## src/rtl/pdw_pkg.sv

```systemverilog
package pdw_pkg;

    typedef enum logic [2:0] {
        S_IDLE  = 3'd0,
        S_CHECK = 3'd1,
        S_RETRY = 3'd2,
        S_DISC  = 3'd3,
        S_GAP   = 3'd4,
        S_PERR  = 3'd5,
        S_DONE  = 3'd6
    } pdw_state_e;

endpackage

```

## src/rtl/pdw_parity.sv

```systemverilog
module pdw_parity #(
    parameter int   DW  = 32,
    parameter int   BEW = DW / 8,
    parameter logic ODD = 1'b0
) (
    input  logic [DW-1:0]  data_i,
    input  logic [BEW-1:0] be_i,
    input  logic           par_i,
    output logic           err_o
);
    logic sum;

    always_comb sum = ^{data_i, be_i, par_i};

    generate
        if (ODD) begin : g_odd
            always_comb err_o = ~sum;
        end else begin : g_even
            always_comb err_o = sum;
        end
    endgenerate
endmodule

```

## src/rtl/pdw_queue.sv

```systemverilog
module pdw_queue #(
    parameter int AW  = 32,
    parameter int DW  = 32,
    parameter int BEW = DW / 8
) (
    input  logic           clk,
    input  logic           rst_n,
    input  logic           push_i,
    input  logic [AW-1:0]  push_addr_i,
    input  logic [DW-1:0]  push_data_i,
    input  logic [BEW-1:0] push_be_i,
    input  logic           pop_i,
    input  logic           done_i,
    input  logic           done_err_i,
    output logic           valid_o,
    output logic           done_o,
    output logic           err_o,
    output logic [AW-1:0]  addr_o,
    output logic [DW-1:0]  data_o,
    output logic [BEW-1:0] be_o
);
    logic           valid_q, done_q, err_q;
    logic [AW-1:0]  addr_q;
    logic [DW-1:0]  data_q;
    logic [BEW-1:0] be_q;

    always_ff @(posedge clk or negedge rst_n) begin
        if (!rst_n) begin
            valid_q <= 1'b0;
            done_q  <= 1'b0;
            err_q   <= 1'b0;
            addr_q  <= '0;
            data_q  <= '0;
            be_q    <= '0;
        end else if (push_i) begin
            valid_q <= 1'b1;
            done_q  <= 1'b0;
            err_q   <= 1'b0;
            addr_q  <= push_addr_i;
            data_q  <= push_data_i;
            be_q    <= push_be_i;
        end else if (pop_i) begin
            valid_q <= 1'b0;
            done_q  <= 1'b0;
        end else if (done_i && valid_q && !done_q) begin
            done_q  <= 1'b1;
            err_q   <= done_err_i;
        end
    end

    assign valid_o = valid_q;
    assign done_o  = done_q;
    assign err_o   = err_q;
    assign addr_o  = addr_q;
    assign data_o  = data_q;
    assign be_o    = be_q;

    // a write is only enqueued into an empty slot
    a_r5_push_empty: assert property (@(posedge clk) disable iff (!rst_n)
        push_i |-> !valid_q);
    // an entry is freed only after its internal status came back
    a_r11_pop_ready: assert property (@(posedge clk) disable iff (!rst_n)
        pop_i |-> (valid_q && done_q));
    // completion status is frozen once captured
    a_r13_status_frozen: assert property (@(posedge clk) disable iff (!rst_n)
        (done_q && !push_i && !pop_i) |=> (done_q && $stable(err_q)));
endmodule

```

## src/rtl/pdw_status.sv

```systemverilog
module pdw_status (
    input  logic clk,
    input  logic rst_n,
    input  logic evt_i,
    input  logic mask_i,
    input  logic clr_det_i,
    input  logic clr_int_i,
    output logic det_o,
    output logic irq_o
);
    logic det_q, irq_q;

    always_ff @(posedge clk or negedge rst_n) begin
        if (!rst_n) begin
            det_q <= 1'b0;
            irq_q <= 1'b0;
        end else begin
            if (evt_i)          det_q <= 1'b1;
            else if (clr_det_i) det_q <= 1'b0;
            if (evt_i && !mask_i) irq_q <= 1'b1;
            else if (clr_int_i)   irq_q <= 1'b0;
        end
    end

    assign det_o = det_q;
    assign irq_o = irq_q;

    // detected flag is sticky without a clear
    a_r6_sticky: assert property (@(posedge clk) disable iff (!rst_n)
        (det_q && !clr_det_i) |=> det_q);
    // an error event beats a simultaneous clear
    a_r8_event_wins: assert property (@(posedge clk) disable iff (!rst_n)
        evt_i |=> det_q);
    // a masked event cannot raise the interrupt flag
    a_r7_masked: assert property (@(posedge clk) disable iff (!rst_n)
        (!irq_q && (!evt_i || mask_i)) |=> !irq_q);
endmodule

```

## src/rtl/pdw_responder.sv

```systemverilog
module pdw_responder #(
    parameter int AW  = 32,
    parameter int DW  = 32,
    parameter int BEW = DW / 8
) (
    input  logic           clk,
    input  logic           rst_n,
    input  logic           req_valid,
    input  logic [AW-1:0]  req_addr,
    input  logic [DW-1:0]  req_data,
    input  logic [BEW-1:0] req_be,
    input  logic           par_in,
    input  logic           perr_resp_en,
    input  logic           perr_int_mask,
    input  logic           clr_det,
    input  logic           clr_int,
    input  logic           int_done,
    input  logic           int_err,
    output logic           stop_n,
    output logic           trdy_n,
    output logic           perr_n,
    output logic           fwd_valid,
    output logic [AW-1:0]  fwd_addr,
    output logic [DW-1:0]  fwd_data,
    output logic [BEW-1:0] fwd_be,
    output logic           cpl_err,
    output logic           det_perr,
    output logic           int_perr
);
    import pdw_pkg::*;

    pdw_state_e st_q, st_d;

    logic [AW-1:0]  lat_addr;
    logic [DW-1:0]  lat_data;
    logic [BEW-1:0] lat_be;
    logic           accept, checking, par_err;
    logic           q_valid, q_done, q_err;
    logic [AW-1:0]  q_addr;
    logic [DW-1:0]  q_data;
    logic [BEW-1:0] q_be;
    logic           hit, same, push, pop;
    logic           fwd_q, cpl_q;

    assign accept   = (st_q == S_IDLE) && req_valid;
    assign checking = (st_q == S_CHECK);

    // capture of the data phase
    always_ff @(posedge clk or negedge rst_n) begin
        if (!rst_n) begin
            lat_addr <= '0;
            lat_data <= '0;
            lat_be   <= '0;
        end else if (accept) begin
            lat_addr <= req_addr;
            lat_data <= req_data;
            lat_be   <= req_be;
        end
    end

    pdw_parity #(.DW(DW), .BEW(BEW), .ODD(1'b0)) u_parity (
        .data_i (lat_data),
        .be_i   (lat_be),
        .par_i  (par_in),
        .err_o  (par_err)
    );

    pdw_queue #(.AW(AW), .DW(DW), .BEW(BEW)) u_queue (
        .clk         (clk),
        .rst_n       (rst_n),
        .push_i      (push),
        .push_addr_i (lat_addr),
        .push_data_i (lat_data),
        .push_be_i   (lat_be),
        .pop_i       (pop),
        .done_i      (int_done),
        .done_err_i  (int_err),
        .valid_o     (q_valid),
        .done_o      (q_done),
        .err_o       (q_err),
        .addr_o      (q_addr),
        .data_o      (q_data),
        .be_o        (q_be)
    );

    pdw_status u_status (
        .clk       (clk),
        .rst_n     (rst_n),
        .evt_i     (checking && par_err),
        .mask_i    (perr_int_mask),
        .clr_det_i (clr_det),
        .clr_int_i (clr_int),
        .det_o     (det_perr),
        .irq_o     (int_perr)
    );

    assign hit  = q_valid && (lat_addr == q_addr);
    assign same = hit && (lat_data == q_data) && (lat_be == q_be);

    // next state and queue actions
    always_comb begin
        st_d = st_q;
        push = 1'b0;
        pop  = 1'b0;
        unique case (st_q)
            S_IDLE:  if (req_valid) st_d = S_CHECK;
            S_CHECK: begin
                if (!q_valid) begin
                    if (par_err && perr_resp_en) begin
                        st_d = S_DISC;
                    end else begin
                        st_d = S_RETRY;
                        push = 1'b1;
                    end
                end else if (!hit) begin
                    st_d = S_RETRY;
                end else if (par_err) begin
                    st_d = perr_resp_en ? S_DISC : S_RETRY;
                end else if (same && q_done) begin
                    st_d = S_DONE;
                    pop  = 1'b1;
                end else begin
                    st_d = S_RETRY;
                end
            end
            S_RETRY: st_d = S_IDLE;
            S_DISC:  st_d = S_GAP;
            S_GAP:   st_d = S_PERR;
            S_PERR:  st_d = S_IDLE;
            S_DONE:  st_d = S_IDLE;
            default: st_d = S_IDLE;
        endcase
    end

    // state register
    always_ff @(posedge clk or negedge rst_n) begin
        if (!rst_n) st_q <= S_IDLE;
        else        st_q <= st_d;
    end

    always_ff @(posedge clk or negedge rst_n) begin
        if (!rst_n) begin
            fwd_q <= 1'b0;
            cpl_q <= 1'b0;
        end else begin
            fwd_q <= push;
            if (pop) cpl_q <= q_err;
        end
    end

    // outputs
    always_comb begin
        stop_n  = 1'b1;
        trdy_n  = 1'b1;
        perr_n  = 1'b1;
        cpl_err = 1'b0;
        unique case (st_q)
            S_RETRY: stop_n = 1'b0;
            S_DISC:  trdy_n = 1'b0;
            S_PERR:  perr_n = 1'b0;
            S_DONE: begin
                trdy_n  = 1'b0;
                cpl_err = cpl_q;
            end
            default: ;
        endcase
    end

    assign fwd_valid = fwd_q;
    assign fwd_addr  = q_addr;
    assign fwd_data  = q_data;
    assign fwd_be    = q_be;

    // no termination in the clock that samples PAR
    a_r1_hold_term: assert property (@(posedge clk) disable iff (!rst_n)
        accept |=> (stop_n && trdy_n));
    // PERR# two clocks after a parity disconnect
    a_r4_perr_delay: assert property (@(posedge clk) disable iff (!rst_n)
        (st_q == S_DISC) |=> ##1 !perr_n);
    // at most one termination signal at a time
    a_r4_onehot_term: assert property (@(posedge clk) disable iff (!rst_n)
        $onehot0({~stop_n, ~trdy_n, ~perr_n}));
    // forwarding only goes with a retry
    a_r5_fwd_retry: assert property (@(posedge clk) disable iff (!rst_n)
        fwd_valid |-> !stop_n);
    // a disconnect never forwards
    a_r3_no_fwd_disc: assert property (@(posedge clk) disable iff (!rst_n)
        !trdy_n |-> !fwd_valid);
    // with response disabled, no PERR# follows a check
    a_r10_no_perr_dis: assert property (@(posedge clk) disable iff (!rst_n)
        (checking && !perr_resp_en) |=> ##2 perr_n);
endmodule

```

## config.mk

```make
export PLATFORM = sky130hd
export DESIGN_NAME = pdw_responder
export DESIGN_NICKNAME = d
export VERILOG_FILES = /design/src/rtl/pdw_pkg.sv /design/src/rtl/pdw_parity.sv /design/src/rtl/pdw_queue.sv /design/src/rtl/pdw_status.sv /design/src/rtl/pdw_responder.sv
export SDC_FILE = /design/constraint.sdc
export NUM_CORES = 1
export LEC_CHECK = 0
export BUFFER_PORTS_ARGS = -buffer_cell sky130_fd_sc_hd__buf_2
export CORE_ASPECT_RATIO = 0.75
export CORE_MARGIN = 1
export CORE_UTILIZATION = 30
export CTS_CLUSTER_SIZE = 14
export DETAILED_ROUTE_END_ITERATION = 8
export PLACE_DENSITY_LB_ADDON = 0.05
export SLEW_MARGIN = 10
export SYNTH_ARGS = -nofsm -noshare
export SYNTH_HDL_FRONTEND = slang
export SYNTH_SLANG_ARGS = --single-unit
```

## constraint.sdc

```tcl
create_clock -name clk -period 3.05 [get_ports clk]
set_clock_uncertainty 0.15 [all_clocks]
set_input_delay 0.1525 -clock clk [delete_from_list [all_inputs] [get_ports clk]]
set_output_delay 0.1525 -clock clk [all_outputs]
set_load 0.02 [all_outputs]
```

---- Word level (Yosys, flattened, before mapping) ----
Cells that the tools add are included.
storage, ports and cells
  register bits after elaboration ......... 146
  bits of input ports ..................... 78
operators by class
  eq/ne operators ......................... 11
  multiplexer cells ....................... 32
  reductions and logical operators ........ 21
operator list
  kind                                                 number
  equality test 32 bit                                 2
  parity 37 bit                                        1
  two-way mux 1 bit                                    26
  two-way mux 3 bit                                    5
  one-hot mux 3 bit (4 select lines)                   1
  logical AND 1 bit                                    10
  equality test 3 bit, second input constant           3
  nonzero test 2 bit                                   4
  equality test 3 x 2 -> 1 bit, second input constant  2
  equality test 4 bit                                  1
  inequality test 2 bit, second input constant         2
  equality test 3 x 1 -> 1 bit, second input constant  1
  zero test 3 bit                                      1
  nonzero test 3 bit                                   1
  zero test 1 bit                                      2
  AND reduction 2 bit                                  1
  OR reduction 2 bit                                   1

---- Longest topological paths before layout ----
Gate-level depths: netlist of the first run.
  depth after elaboration ................. 12
  gate-level depth with buffers ........... 9
  gate-level depth less buffers ........... 8

---- Hierarchy ----
Synthesis of the first run repeated with hierarchy kept, for this count alone.
second synthesis, totals
  cells, all modules ...................... 463
  area total of the unflattened synthesis .. 6965.4 µm²
modules (own cells, without submodules)
  module         times used  cells each  area each (µm²)  sequential area each (µm²)
  pdw_responder  1           266         3552.2           1826.8
  pdw_queue      1           155         3010.4           1776.7
  pdw_parity     1           35          320.3            0.0
  pdw_status     1           7           82.6             50.0

---- Least setup slack after synthesis of the first run ----
Ideal clock, no wire load.
  path type ............................... reg-to-reg
  start ................................... reg lat_data[15]
  end ..................................... reg u_queue.addr_q[0], in the netlist u_queue.addr_o[0]
  arrival time ............................ 2.536 ns
  required time ........................... 2.775 ns
  path slack .............................. 0.240 ns
  cell stages (with the launch flop) ...... 9
  path buffers ............................ 1
  period minus slack after synthesis ...... 2.810 ns
  cells stage by stage .................... dfrtp_1 xor2_1 xnor2_1 xnor2_1 xnor3_1 xnor2_2 a211oi_4 buf_6 mux2_2
on the way
  cells in the longest elaborated chain, start to end .. 5
RTL lines
  item                    line                  text
  from (decl)             pdw_responder.sv:35   logic [DW-1:0] lat_data;
  from (signal assigned)  pdw_responder.sv:56   lat_data <= req_data;
  parity 37 bit           pdw_parity.sv:13      always_comb sum = ^{data_i, be_i, par_i};
  logical AND 1 bit       pdw_responder.sv:109  if (par_err && perr_resp_en) begin
  two-way mux 1 bit       pdw_responder.sv:109
  two-way mux 1 bit       pdw_responder.sv:108  if (!q_valid) begin
  two-way mux 1 bit       pdw_responder.sv:105  unique case (st_q)
  to (signal assigned)    pdw_queue.sv:39       addr_q <= push_addr_i;
  to (decl)               pdw_queue.sv:23       logic [AW-1:0] addr_q;
Every way passes these cells.
A chain may end at the register's enable or synchronous reset.

---- Worst setup path after layout of the first run ----
  start ................................... reg lat_data[2]
  end ..................................... reg u_queue.addr_q[27], in the netlist u_queue.addr_o[27]
The elaborated chain is that of the path after synthesis.

==> impl_metrics.ini, run 1 <==
[job]
cap_violations = 0

[worst_setup_path]
worst_ep_required_time_ns = 3.19
worstSetupPathType = register to register
path_max_fanout = 6
critical_path.startpoint = lat_data[2]
start_kind = register
r2r-start = lat_data[2]
worstPathArrival_ns = 3.02
worst_setup_path_end_kind = register

[synth]
synth_area_um2 = 6570
synthCells = 458
synth_seq_area_share = 0.556
ys_types = 30
yosysWarnings = 0
syn-num-nets = 536
synth-async-reset-ratio = 1.00
syn_avg_cell_area_um2 = 14.4
ys_seq_elements = 146
synth_flop_cell = dfrtp_1
synth_enable_flop_cells = 0

[floorplan]
placementRows = 46
initial_core_util = 0.309
pin_count = 153
core_region_area_um2 = 21300
die_w_um = 173
die-area_um2 = 22500
die_h_um = 130

[global_routing]
grt_pass1_vias = 4568
grt_usage = 0.158
grt_overflow = 0
antenna_found_initial = 1
grt_pass1_wl_mm = 26.6
grt_max_degree = 76

[sta]
rsz0062_at_grt = false
slew_viol_final = 0
max_freq_mhz = 348
hold_viol = 0
period_share = 0.943
worst_slew_pin_slew_ns = 0.750
slew_headroom = 0.500
tns_ns = 0
setup_violations = 0
min_period_ns = 2.88

[layout]
num-nets-final = 782
insertedDiodeCount = 0
areaGrowthSynthToFinish_pct = 39.1
fillers = 2028
fin_cells = 1005
drive_above_1_share = 0.466

[power]
p_total_mw = 12.4
power_density_nw_per_um2 = 1350
peakVddDrop_uv = 955
p_leak_nw = 4.04

[clocking]
cts_sinks = 146
clk_pin_slew_ns = 0.06
clockBufferDepth = 2
cts_buffers = 17
htreeDepth = 4
insertion_delay_ns = 0.41
cts.root.buffer_cell = clkbuf_16
tritoncts = yes

[detailed_routing]
antenna_left = 0
vias = 4418
dr.pass1.iters = 4
drc = 0
routed_wl_mm = 17.1
viasPerCell = 4.40
wire_per_inst_um = 17.0
drtIter0Drc = 187

[placed_design]
place_hpwl_mm = 11.8
dp_cells = 895
port_buffers = 152
gp_congestion = 0.763

[status]
outcome = completed

[min_path]
hp-class = primary input to register
min_from = req_valid
==> metal layers <==
metal	vias to the layer above	share of wire	GRT usage	routed length, um
met5	-	0	0	0
met3	12	0.043	0.0414	738
met4	0	0.010	0.0469	170
met1	2223	0.53	0.234	9010
met2	99	0.42	0.223	7170
li1	2084	-	-	-
==> timing repair <==
action | in CTS | in global routing
buffers inserted | 0 | 2
gates resized for setup | 0 | 3
endpoints found under the setup margin | 0 | 47
endpoints found under the hold margin | 146 | 0
hold buffers | 75 | 0
==> layout by cell type, fill, tap and decap left out, types with 9 or more instances in the layout <==
cell           instances
clkbuf_16             18
dlygate4sd3_1         75
mux2_2               132
buf_4                  9
dfrtp_1              146
xnor2_1               88
nand4_1               15
xor2_1                14
buf_2                151
==> layout make-up <==
type	count	area [um^2]	area share
timing repair buffer	243	1730	0.189
clock inverter	13	160	0.0175
clock buffer	19	433	0.0473
multi-input combinational	292	2800	0.306
inverter	4	15.0	0.00164
sequential	146	3650	0.400
tap	288	360	0.0394
==> state kept, by name, indices dropped and copies added, names as in the netlist <==
signal and flops:
u_status.irq_o 1, u_queue.data_o 32, u_queue.done_o 1, u_queue.valid_o 1, cpl_q 1, lat_data 32, u_queue.be_o 4, st_q 3
lat_addr 32, lat_be 4, fwd_valid 1, u_status.det_o 1, u_queue.err_o 1, u_queue.addr_o 32
==> cell usage after synthesis (2+ instances only) <==
cell | instances | area share
xnor2_1 | 88 | 0.12
xor2_1 | 14 | 0.019
a21oi_1 | 4 | 0.0030
buf_6 | 7 | 0.012
dfrtp_1 | 146 | 0.56
nand3b_1 | 2 | 0.0023
nand3_1 | 2 | 0.0015
buf_1 | 2 | 0.0011
nor3_1 | 3 | 0.0023
nand2_1 | 4 | 0.0023
clkbuf_1 | 7 | 0.0040
mux2_1 | 5 | 0.0086
nor4_1 | 5 | 0.0048
nor2_1 | 4 | 0.0023
mux2_2 | 132 | 0.23
nand4_1 | 15 | 0.014
o21ai_0 | 2 | 0.0015
inv_1 | 4 | 0.0023
==> power by group <==
| group | internal, mW | total [mW] | switching [mW] |
|---|---|---|---|
| clock | 1.29 | 2.13 | 0.838 |
| combinational | 3.32 | 6.40 | 3.07 |
| sequential | 2.86 | 3.83 | 0.971 |
==> final timing paths <==
path	to	slack, ns	depth (start not counted)
max in group asynchronous	u_queue.data_o[13]	1.80	3
min in group asynchronous	u_queue.data_o[30]	0.18	2
worst max-delay path	u_queue.addr_o[27]	0.17	10
worst max register to register	u_queue.addr_o[27]	0.17	10
worst min-delay path	st_q[0]	0.09	4
worst min register to register	u_status.det_o	0.37	2
==> critical path, stage by stage (launching register included) <==
cell      delay (ns)
dfrtp_1         0.43
xor2_1          0.19
xnor2_1         0.24
xnor2_1         0.18
xnor3_1         0.38
xnor2_2         0.18
a211oi_4        0.23
buf_4           0.16
buf_4           0.15
buf_12          0.13
mux2_2          0.33
==> per-stage QoR <==
stage / util / area [um^2] / hold WS, ns / setup slack (ns)
global route: 0.429 / 9150 / 0.146 / 0.00376
CTS: 0.428 / 9110 / 0.0697 / 0.0616
floorplan: - / 6570 / -0.293 / 0.240
detailed placement: 0.365 / 7770 / 0.0991 / 0.0813
global placement: 0.365 / 7770 / 0.0893 / 0.104
finish: 0.429 / 9150 / 0.0894 / 0.175
==> cell families after synthesis <==
logic type             Yosys count  share of synthesized area
flip-flops                     146                      0.556
buffers and inverters           20                     0.0194
AO/OA/AOI/OAI                   10                     0.0110
multiplexers                   138                      0.236
XOR/XNOR                       104                      0.142
AND/OR/NAND/NOR                 40                     0.0356
Note: power is estimated with default switching activity, not from simulation.
==> inputs of run 2 (changes only) <==
--- a/config.mk
+++ b/config.mk
@@ -12,6 +12,7 @@
 export CTS_CLUSTER_SIZE = 14
 export DETAILED_ROUTE_END_ITERATION = 8
 export PLACE_DENSITY_LB_ADDON = 0.05
+export RECOVER_POWER = 25
 export SLEW_MARGIN = 10
 export SYNTH_ARGS = -nofsm -noshare
 export SYNTH_HDL_FRONTEND = slang
==> run 2 against run 1 <==
  * Critical endpoint unchanged
  * Cell count is the same
  * Register-to-register slack is essentially flat
  * The flow now finishes with violations (max-capacitance violations, max-slew violations)
  * Count of clock-buffer cells in the layout is the same
  * First-iteration DRC count shrank 9.6%
  * Clock power is essentially flat
  * Critical path type unchanged
  * Non-clock buffer count is the same
  * Global-route usage is the same
==> impl_metrics.ini, run 2 (synthesis results as in run 1) <==
[status]
outcome = finished, violations left
violations = max-capacitance violations, max-slew violations

[worst_setup_path]
r2r-end = u_queue.addr_o[27]
path_max_fanout = 6
start_kind = register
r2r-start = lat_data[2]
worstSetupPathType = register to register
worst_ep_required_time_ns = 3.19
worst_setup_path_end_kind = register
worst-r2r-setup-slack_ns = 0.17
r2r_cells = 10
worstPathArrival_ns = 3.02

[global_routing]
grt_overflow = 0
grt_pass1_wl_mm = 26.6
grt_max_degree = 76
grt_usage = 0.158
antenna_found_initial = 1
grt_pass1_vias = 4568
busiest_layer = met1
use_met3 = 0.0414
grt.met1_usage = 0.234
use_met2 = 0.223

[sta]
slew_headroom = -0.318
setup_violations = 0
max_freq_mhz = 348
min_period_ns = 2.88
setup_slack_ns = 0.173
period_share = 0.943
rsz0062_at_grt = false
worst_slew_pin_slew_ns = 1.98
hold_viol = 0
tns_ns = 0
slew_viol_final = 75

[clocking]
insertion_delay_ns = 0.41
htreeDepth = 4
cts_buffers = 17
clockBufferDepth = 2
clk_pin_slew_ns = 0.06
cts_sinks = 146
cts.root.buffer_cell = clkbuf_16
tritoncts = yes

[detailed_routing]
dr.pass1.iters = 4
viasPerCell = 4.38
antenna_left = 0
routed_wl_mm = 17.1
drtIter0Drc = 169
wire_per_inst_um = 17.0
vias = 4401
drc = 0

[power]
power_density_nw_per_um2 = 1350
peakVddDrop_uv = 955
p_leak_nw = 3.98

[layout]
num-nets-final = 782
insertedDiodeCount = 0
final_common_cell = dfrtp_1
final_cell_mix = dfrtp_1 (146), buf_2 (134), mux2_2 (132)
areaGrowthSynthToFinish_pct = 38.7
drive_above_1_share = 0.442

[floorplan]
placementRows = 46
die_w_um = 173
die_h_um = 130
die-area_um2 = 22500
core_region_area_um2 = 21300
initial_core_util = 0.309
pin_count = 153

[min_path]
hp-class = primary input to register
min_from = req_valid
holdPathEnd = st_q[2]
min_path_cells = 5

[placed_design]
pre_cts_slack_ns = 0.0813
port_buffers = 152
place_hpwl_mm = 11.8
gp_congestion = 0.763

[job]
cap_violations = 1
==> run 2: where the power goes <==
part	switching (mW)	internal (mW)	leakage [nW]	total [mW]
logic	3.07	3.30	1.91	6.37
registers	0.971	2.86	1.79	3.83
clock network	0.839	1.29	0.287	2.13
total	4.88	7.45	3.98	12.3
==> run 2: what timing repair did <==
item,CTS,global route
hold buffers,75,0
gates resized for setup,0,3
buffers inserted,0,2
setup endpoints to repair,0,47
hold endpoints to repair,146,0
==> run 2: metal layers <==
layer | vias to the layer above | wire length (um)
met2 | 94 | 7190
met3 | 10 | 686
met4 | 0 | 165
li1 | 2083 | -
met5 | - | 0
met1 | 2214 | 9050
==> run 2: how the worst max path moves through the flow <==
| stage | from | endpoint | cells past startpoint |
|---|---|---|---|
| 6_report | lat_data[2] | u_queue.addr_o[27] | 10 |
| 4_1_cts | lat_data[2] | u_queue.addr_o[26] | 8 |
| 3_5_place_dp | lat_data[2] | u_queue.data_o[26] | 8 |
| 3_3_place_gp | lat_data[2] | u_queue.data_o[22] | 8 |
| 5_1_grt | lat_data[13] | u_status.irq_o | 9 |
| 2_1_floorplan | lat_data[15] | u_queue.addr_o[0] | 8 |
==> run 2: layout make-up <==
type	instances	area (um^2)
fill	2037	12200
clock buffer	19	433
timing repair buffer	243	1700
inverter	4	15.0
multi-input combinational	292	2800
clock inverter	13	160
sequential	146	3650
tap	288	360
==> run 2: critical path, cell delays in order, from the launching register on <==
cell	delay (ns)
dfrtp_1	0.43
xor2_1	0.19
xnor2_1	0.24
xnor2_1	0.18
xnor3_1	0.38
xnor2_2	0.18
a211oi_4	0.23
buf_4	0.16
buf_4	0.15
buf_12	0.13
mux2_2	0.33
==> run 2: per-stage QoR <==
step | hold WS [ns] | cell area [um^2] | std cells | util | total power [mW]
final | 0.0914 | 9120 | 1005 | 0.428 | 12.3
after global routing | 0.146 | 9120 | 1005 | 0.428 | 13.2
after CTS | 0.0697 | 9110 | 1002 | 0.428 | 12.5
after detailed placement | 0.0991 | 7770 | 895 | 0.365 | 10.2
after global placement | 0.0893 | 7770 | 895 | 0.365 | 10.2
after floorplan | -0.293 | 6570 | 458 | - | 7.97
==> inputs of run 3 (changes only) <==
--- a/config.mk
+++ b/config.mk
@@ -7,7 +7,7 @@
 export LEC_CHECK = 0
 export BUFFER_PORTS_ARGS = -buffer_cell sky130_fd_sc_hd__buf_2
 export CORE_ASPECT_RATIO = 0.75
-export CORE_MARGIN = 1
+export CORE_MARGIN = 2
 export CORE_UTILIZATION = 30
 export CTS_CLUSTER_SIZE = 14
 export DETAILED_ROUTE_END_ITERATION = 8
==> constraint.sdc (replaced) <==
create_clock -name clk -period 2.35 [get_ports clk]
set_clock_uncertainty 0.15 [all_clocks]
set_input_delay 0.1175 -clock clk [delete_from_list [all_inputs] [get_ports clk]]
set_output_delay 0.1175 -clock clk [all_outputs]
set_load 0.02 [all_outputs]
==> run 3 against run 2 <==
  * Clock power is 31% higher
  * Register-to-register slack got worse by 0.62 ns
  * Sequential share of layout area decreased by 3.2 points
  * The run ends with max-capacitance violations, max-slew violations, negative setup slack left
  * Cell count grew 8.1%
  * Combinational power increased by 70%
  * Hold slack got worse by 0.030 ns
  * Highest routed layer unchanged
  * Routed wire length is essentially flat
  * Power is 48% higher
==> impl_metrics.ini, run 3 (synthesis results as in run 1) <==
[status]
violations = max-capacitance violations, max-slew violations, negative setup slack
outcome = finished, violations left

[detailed_routing]
viasPerCell = 4.25
wire_per_inst_um = 15.7
dr.pass1.iters = 4
antenna_left = 0
vias = 4620
drc = 0
routed_wl_mm = 17.1
drtIter0Drc = 133

[placed_design]
pre_cts_slack_ns = -0.512
port_buffers = 152
place_hpwl_mm = 12.3
placed_cell_area_um2 = 8420
gp_congestion = 0.740

[sta]
min_period_ns = 2.79
setup_slack_ns = -0.445
hold_viol = 0
setup_violations = 75
hold-worst-slack_ns = 0.0612
period_share = 1.19
rsz0062_at_grt = true
slew_headroom = -0.00641
slew_viol_final = 59
max_freq_mhz = 358
worst_slew_pin_slew_ns = 1.51

[worst_setup_path]
worstPathCellList = xnor2_2, xnor2_2, xnor2_2, xnor3_1, xnor2_2, a211oi_4, buf_4, buf_12, mux2_2
worstPathArrival_ns = 2.95
start_kind = register
crit_path_top_delay_cell = xnor3_1
cpMostUsedCell = xnor2_2
path_max_fanout = 20
critical_path.startpoint = lat_data[13]
worst-r2r-setup-slack_ns = -0.44
r2r-end = u_queue.data_o[19]
worstSetupPathType = register to register
cpPeakStageDelay_ns = 0.46
r2r-start = lat_data[13]
r2r_cells = 9
worst_ep_required_time_ns = 2.50
worst_setup_path_end_kind = register

[min_path]
holdPathEnd = st_q[2]
hp-class = primary input to register
min_from = req_valid
min_path_cells = 5

[floorplan]
core_region_area_um2 = 21300
die_h_um = 132
initial_core_util = 0.309
die-area_um2 = 23100
placementRows = 46
die_w_um = 175
pin_count = 153

[layout]
num-nets-final = 865
final_cell_mix = buf_2 (151), dfrtp_1 (146), mux2_2 (129)
drive_above_1_share = 0.539
areaGrowthSynthToFinish_pct = 50.6
insertedDiodeCount = 0
final_common_cell = buf_2
multi_input_area_um2 = 2930
fin_util = 0.465
seq_area_um2 = 3650
fillers = 2009
design_area_um2 = 9900

[clocking]
cts_sinks = 146
htreeDepth = 4
cts.root.buffer_cell = clkbuf_16
insertion_delay_ns = 0.42
cts_buffers = 17
clockBufferDepth = 2
clk_pin_slew_ns = 0.06
tritoncts = yes

[power]
power_density_nw_per_um2 = 1850
p_leak_nw = 4.52
p_total_mw = 18.3
peakVddDrop_uv = 1460

[job]
cap_violations = 1

[global_routing]
grt_usage = 0.155
grt_pass1_wl_mm = 27.5
antenna_found_initial = 0
grt_overflow = 0
grt_pass1_vias = 5090
grt_max_degree = 60
[run 3: what timing repair did]
action                                  CTS  global route
hold buffers                             76             0
endpoints found under the hold margin   138             0
resized for setup                        15             9
buffers inserted                          2             1
endpoints found under the setup margin   76            77
pin swaps                                 8             6
[run 3: cell type report]
class | instances | share of cell area
well taps | 288 | 0.0364
multi-input cells | 292 | 0.296
clock buffers | 22 | 0.0479
repair buffers | 326 | 0.236
inverters | 4 | 0.00152
clock inverters | 8 | 0.0129
flip-flops and latches | 146 | 0.369
[run 3: how the worst max path moves through the flow]
stage               cells past startpoint  slack (ns)            endpoint
detailed placement                      9       -0.51  u_queue.data_o[26]
global placement                        9       -0.49  u_queue.data_o[22]
finish                                  9       -0.44  u_queue.data_o[19]
floorplan                               8       -0.42   u_queue.addr_o[0]
CTS                                     9       -0.50  u_queue.data_o[30]
global route                            9       -0.58     u_queue.be_o[3]
[run 3: layer usage]
metal | part of all wire | vias to the layer above | track usage
met5 | 0 | - | 0
met4 | 0.0095 | 0 | 0.0486
met3 | 0.048 | 15 | 0.0409
met2 | 0.44 | 90 | 0.234
met1 | 0.50 | 2246 | 0.218
li1 | - | 2269 | -
[run 3: critical path: cells and delay by family, from the launching register on]
family / cells / cell delay (ns)
DFF: 1 / 0.41
xor gates and xnor gates: 5 / 1.16
buffers and inverters: 2 / 0.36
muxes: 1 / 0.35
AOI/OAI and AO/OA: 1 / 0.22
[run 3: where the power goes]
| group | internal [mW] | leakage, nW | switching (mW) | total, mW |
|---|---|---|---|---|
| logic | 5.90 | 2.44 | 4.91 | 10.8 |
| registers | 3.71 | 1.79 | 0.943 | 4.66 |
| clock network | 1.75 | 0.289 | 1.05 | 2.80 |
[run 3: per-stage QoR]
step / setup TNS [ns] / std cells
after floorplan: -28.49 / 458
after global placement: -33.52 / 978
after detailed placement: -34.63 / 978
after CTS: -33.25 / 1086
after global routing: -41.79 / 1086
final: -29.61 / 1086
